$ cat src/rtl/wdog_pkg.sv
package wdog_pkg;
  typedef enum logic {
    KEY_IDLE = 1'b0,
    KEY_HALF = 1'b1
  } key_st_t;
endpackage

$ cat src/rtl/wdog_keyseq.sv
module wdog_keyseq
  import wdog_pkg::*;
#(
  parameter int ADDR_W = 8,
  parameter int DATA_W = 8,
  parameter logic [ADDR_W-1:0] SVC_ADDR = 8'hA6,
  parameter logic [DATA_W-1:0] KEY_A = 8'h1E,
  parameter logic [DATA_W-1:0] KEY_B = 8'hE1
) (
  input  logic              clk,
  input  logic              rst,
  input  logic              clr,
  input  logic              wr_en,
  input  logic [ADDR_W-1:0] wr_addr,
  input  logic [DATA_W-1:0] wr_data,
  output logic              key_ok
);
  key_st_t st;
  logic    hit;

  assign hit    = wr_en && (wr_addr == SVC_ADDR);
  assign key_ok = hit && (st == KEY_HALF) && (wr_data == KEY_B);

  always_ff @(posedge clk) begin
    if (rst || clr) begin
      st <= KEY_IDLE;
    end else if (hit) begin
      // only a first byte from the idle state advances; anything else aborts
      st <= ((st == KEY_IDLE) && (wr_data == KEY_A)) ? KEY_HALF : KEY_IDLE;
    end
  end
endmodule

$ cat src/rtl/wdog_count.sv
module wdog_count #(
  parameter int CNT_W = 14
) (
  input  logic             clk,
  input  logic             rst,
  input  logic             mc_tick,
  input  logic             key_ok,
  output logic             armed,
  output logic [CNT_W-1:0] cnt,
  output logic             ovf
);
  localparam logic [CNT_W-1:0] LAST_M1 = {{(CNT_W-1){1'b1}}, 1'b0};

  assign ovf = armed && mc_tick && !key_ok && (cnt == LAST_M1);

  always_ff @(posedge clk) begin
    if (rst) begin
      armed <= 1'b0;
      cnt   <= '0;
    end else if (key_ok) begin
      armed <= 1'b1;
      cnt   <= '0;
    end else if (ovf) begin
      armed <= 1'b0;
      cnt   <= '0;
    end else if (armed && mc_tick) begin
      cnt <= cnt + CNT_W'(1);
    end
  end
endmodule

$ cat src/rtl/wdog_pulse.sv
module wdog_pulse #(
  parameter int PULSE_LEN = 4
) (
  input  logic clk,
  input  logic rst,
  input  logic fire,
  output logic pulse
);
  localparam int PW = (PULSE_LEN > 1) ? $clog2(PULSE_LEN) : 1;

  logic req_q;
  assign pulse = req_q;

  generate
    if (PULSE_LEN == 1) begin : g_single
      always_ff @(posedge clk) begin
        if (rst) req_q <= 1'b0;
        else     req_q <= fire;
      end
    end else begin : g_multi
      logic [PW-1:0] left;
      always_ff @(posedge clk) begin
        if (rst) begin
          req_q <= 1'b0;
          left  <= '0;
        end else if (fire) begin
          req_q <= 1'b1;
          left  <= PW'(PULSE_LEN - 1);
        end else if (left != '0) begin
          left <= left - PW'(1);
        end else begin
          req_q <= 1'b0;
        end
      end
    end
  endgenerate
endmodule

$ cat src/rtl/wdog_keyed.sv
module wdog_keyed #(
  parameter int ADDR_W = 8,
  parameter int DATA_W = 8,
  parameter int CNT_W = 14,
  parameter int PULSE_LEN = 4,
  parameter logic [ADDR_W-1:0] SVC_ADDR = 8'hA6,
  parameter logic [DATA_W-1:0] KEY_A = 8'h1E,
  parameter logic [DATA_W-1:0] KEY_B = 8'hE1
) (
  input  logic              clk,
  input  logic              rst,
  input  logic              mc_tick,
  input  logic              wr_en,
  input  logic [ADDR_W-1:0] wr_addr,
  input  logic [DATA_W-1:0] wr_data,
  output logic              rst_req
);
  logic             key_ok;
  logic             armed;
  logic [CNT_W-1:0] cnt;
  logic             ovf;

  wdog_keyseq #(
    .ADDR_W(ADDR_W), .DATA_W(DATA_W),
    .SVC_ADDR(SVC_ADDR), .KEY_A(KEY_A), .KEY_B(KEY_B)
  ) u_key (
    .clk(clk), .rst(rst), .clr(ovf),
    .wr_en(wr_en), .wr_addr(wr_addr), .wr_data(wr_data),
    .key_ok(key_ok)
  );

  wdog_count #(.CNT_W(CNT_W)) u_cnt (
    .clk(clk), .rst(rst), .mc_tick(mc_tick), .key_ok(key_ok),
    .armed(armed), .cnt(cnt), .ovf(ovf)
  );

  wdog_pulse #(.PULSE_LEN(PULSE_LEN)) u_pls (
    .clk(clk), .rst(rst), .fire(ovf), .pulse(rst_req)
  );
endmodule

$ cat config.mk
export PLATFORM = sky130hd
export DESIGN_NAME = wdog_keyed
export DESIGN_NICKNAME = d
export VERILOG_FILES = /design/src/rtl/wdog_pkg.sv /design/src/rtl/wdog_keyseq.sv /design/src/rtl/wdog_count.sv /design/src/rtl/wdog_pulse.sv /design/src/rtl/wdog_keyed.sv
export SDC_FILE = /design/constraint.sdc
export NUM_CORES = 1
export LEC_CHECK = 0
export ABC_AREA = 1
export CAP_MARGIN = 20
export CORE_MARGIN = 10
export CORE_UTILIZATION = 51
export DETAILED_ROUTE_END_ITERATION = 10
export GPL_TIMING_DRIVEN = 0
export HOLD_SLACK_MARGIN = 0.02
export PLACE_DENSITY = 0.78
export SYNTH_ARGS = -nofsm -noshare
export SYNTH_HDL_FRONTEND = slang
export SYNTH_HIERARCHICAL = 1
export SYNTH_SLANG_ARGS = --single-unit
$ cat constraint.sdc
create_clock -name clk -period 1.7 [get_ports clk]
set_input_delay 0.17 -clock clk [delete_from_list [all_inputs] [get_ports clk]]
set_output_delay 0.17 -clock clk [all_outputs]
set_load 0.05 [all_outputs]
==> run summary <==
FMAX - 622 MHz
share of the synthesized area in the top cell type - 0.318
port buffer count - 20
period utilisation layout - 0.946
Routed Antenna Nets - 0
run status - completed
delay-heaviest family, CP - buffers and inverters
Leak - 0.681 nW
WHS - 308 ps
vias in the first global route - 1010
CTS hold repair buffers - 0
Reg2Reg Depth - 12
register area share after synthesis - 0.318
CP required - 1530 ps
RSZ-0062 raised after global routing - no
most frequent cell after synthesis - nand2_1
fin crit period - 1610 ps
Avg Cell Area, Syn - 7.04 sq um
kind of critical path - reg2out
Post-synth EDFFs - 0
Worst setup endpoint - rst_req
largest net degree at the start of global routing - 11
Slew Limit Fails - 0
Die Height - 68.5 um
Slowest-stage cell, CP - clkdlybuf4s50_1
Placer Congestion - 0.783
Reg-to-Reg End - u_pls/g_multi.left[1]$_SDFFE_PP0P_
first-pass GRT wire length - 4130 um
drt first pass iters - 4
Post-Syn Area - 1200 sq um
Initial DRC Count - 24
Setup violations, final - 0
Root Buffer - clkbuf_4
H-tree Lvls - 1
Hold Vio Cnt, Final - 0
Synth Flop Type - dfxtp_1
worst-path maximum fanout - 2
CTS tree - yes
crit path buf inv count - 1
critical path cell sequence - clkdlybuf4s50_1
Design Power - 946 uW
Reg-to-Reg Start - u_key/st$_SDFFE_PP0P_
Antenna diodes - 0
DRC Markers - 0
hold path cells - 6
maximum vdd drop - 0.775 mV
total grt overflow - 0
CP Capture Type - output port
CP peak stage delay - 800 ps
worst hold path type - in2reg
Slew headroom - 0.668
Gate Count Post-Synth - 170
r2r setup slk - 130 ps
Total Routed Length - 2510 um
top post-synthesis cells by count - 34 x nand2_1, 29 x inv_1, 23 x nor2_1, 19 x dfxtp_1, 11 x nor2_2
Pwr per Cell Area - 622 nW/um^2
Synth Register Bits - 19
Worst Skew - 0.895 ps
Async SR Flop Fraction - 0
Max Cap Violations - 0
clk_lat worst skew - 290 ps
DR WL/cell - 11.2 um
proportion of layout cells with a drive suffix above 1 - 0.226
Tot GR Track Use - 0.111
Critical Path Start - u_pls/pulse$_SDFFE_PP0P_
Detail Placement HPWL - 2050 um
critical path arrival - 1440 ps
vias per cell - 4.85
antenna violations before repair - 0
Die X - 68.5 um
Initial Util - 0.536
CTS Buf Count - 3
Worst-Margin Slew - 497 ps
Setup crit start kind - register
IO Count - 21
DR vias - 1081
post-synth cell types - 25
core box area - 2230 sq um
CTS clk-pin slew, worst paths - 110 ps
nets@finish - 219
Crit. path cell count - 1
row cnt - 17
post-synth net total - 193
P&R area growth vs syn - 27.1%
die area - 4690 sq um
CTS Buffer Depth - 2
Sink Count - 19
top post-synthesis cells by area - dfxtp_1 32%, nand2_1 11%, inv_1 9.1%
Synth area leader - dfxtp_1
Yosys Warn Count - 6
-- logic make-up (layout without fill, tap and decap cells) --
| group | after synthesis | after routing | share of synthesized area |
|---|---|---|---|
| simple gates | 102 | 102 | 0.452 |
| flops | 19 | 19 | 0.318 |
| compound gates | 11 | 11 | 0.0585 |
| xor+xnor | 4 | 4 | 0.0293 |
| fa+ha+maj | 3 | 3 | 0.0314 |
| buf+inv | 31 | 56 | 0.111 |
-- flip-flops by register name, indices dropped and copies added (netlist names) --
name	cells
u_key/st	1
u_pls/g_multi.left	2
u_pls/pulse	1
u_cnt/armed	1
u_cnt/cnt	14
-- how the worst min path moves through the flow --
stage	start	end	slack [ps]
after floorplan	rst	u_cnt/armed$_SDFFE_PP0P_	240
after global placement	u_cnt/cnt[10]$_SDFFE_PP0N_	u_cnt/cnt[10]$_SDFFE_PP0N_	460
after detailed placement	u_cnt/cnt[8]$_SDFFE_PP0N_	u_cnt/cnt[8]$_SDFFE_PP0N_	480
after CTS	u_cnt/cnt[8]$_SDFFE_PP0N_	u_cnt/cnt[8]$_SDFFE_PP0N_	500
after global routing	wr_data[6]	u_key/st$_SDFFE_PP0P_	340
final	wr_data[6]	u_key/st$_SDFFE_PP0P_	310
-- power breakdown --
| group | leakage (nW) | internal (mW) | switching [mW] |
|---|---|---|---|
| logic | 0.512 | 0.118 | 0.115 |
| registers | 0.154 | 0.470 | 0.0159 |
| clock network | 0.0150 | 0.0911 | 0.136 |
| total | 0.681 | 0.679 | 0.267 |
-- routing by layer --
layer / global-route usage / vias up / wire, um
met1: 0.121 / 501 / 1090
met3: 0.0294 / 2 / 66
met4: 0.0302 / 0 / 17
met2: 0.203 / 5 / 1330
li1: - / 573 / -
met5: 0 / - / 0
-- stage by stage --
stage / worst slack [ps] / instances / util / TNS, ps / instance area (sq um)
3_5_place_dp: -280 / 218 / 0.641 / -2090 / 1430
4_1_cts: 34.7 / 222 / 0.653 / 0 / 1460
6_report: 91.8 / 223 / 0.681 / 0 / 1520
2_1_floorplan: 266 / 170 / - / 0 / 1200
5_1_grt: 8.92 / 223 / 0.681 / 0 / 1520
3_3_place_gp: -253 / 218 / 0.641 / -1810 / 1430
-- what timing repair did --
item | 4_1_cts | 5_1_grt
endpoints found under the hold margin | 0 | 0
setup endpoints to repair | 0 | 4
resized for setup | 0 | 19
setup buffers | 0 | 1
-- cells in the final DEF, fill, tap and decap left out, drive strengths merged --
master	n
nor3	3
buf	2
dlymetal6s2s	8
clkdlybuf4s50	12
nand4	4
nand2	40
o21ai	4
clkbuf	4
or2	1
inv	29
dfxtp	19
nand3	12
ha	3
xor2	3
clkinvlp	1
a21oi	7
nand3b	3
nor2	39
xnor2	1
-- cell type report --
| type | instances | area (sq um) |
|---|---|---|
| plain buffers | 1 | 20.0 |
| clock buffers | 4 | 26.3 |
| fillers | 197 | 712 |
| inverters | 30 | 116 |
| multi-input cells | 120 | 714 |
| flip-flops and latches | 19 | 382 |
| well taps | 28 | 35.0 |
| repair buffers | 21 | 228 |
(Power assumes the default switching activity.)
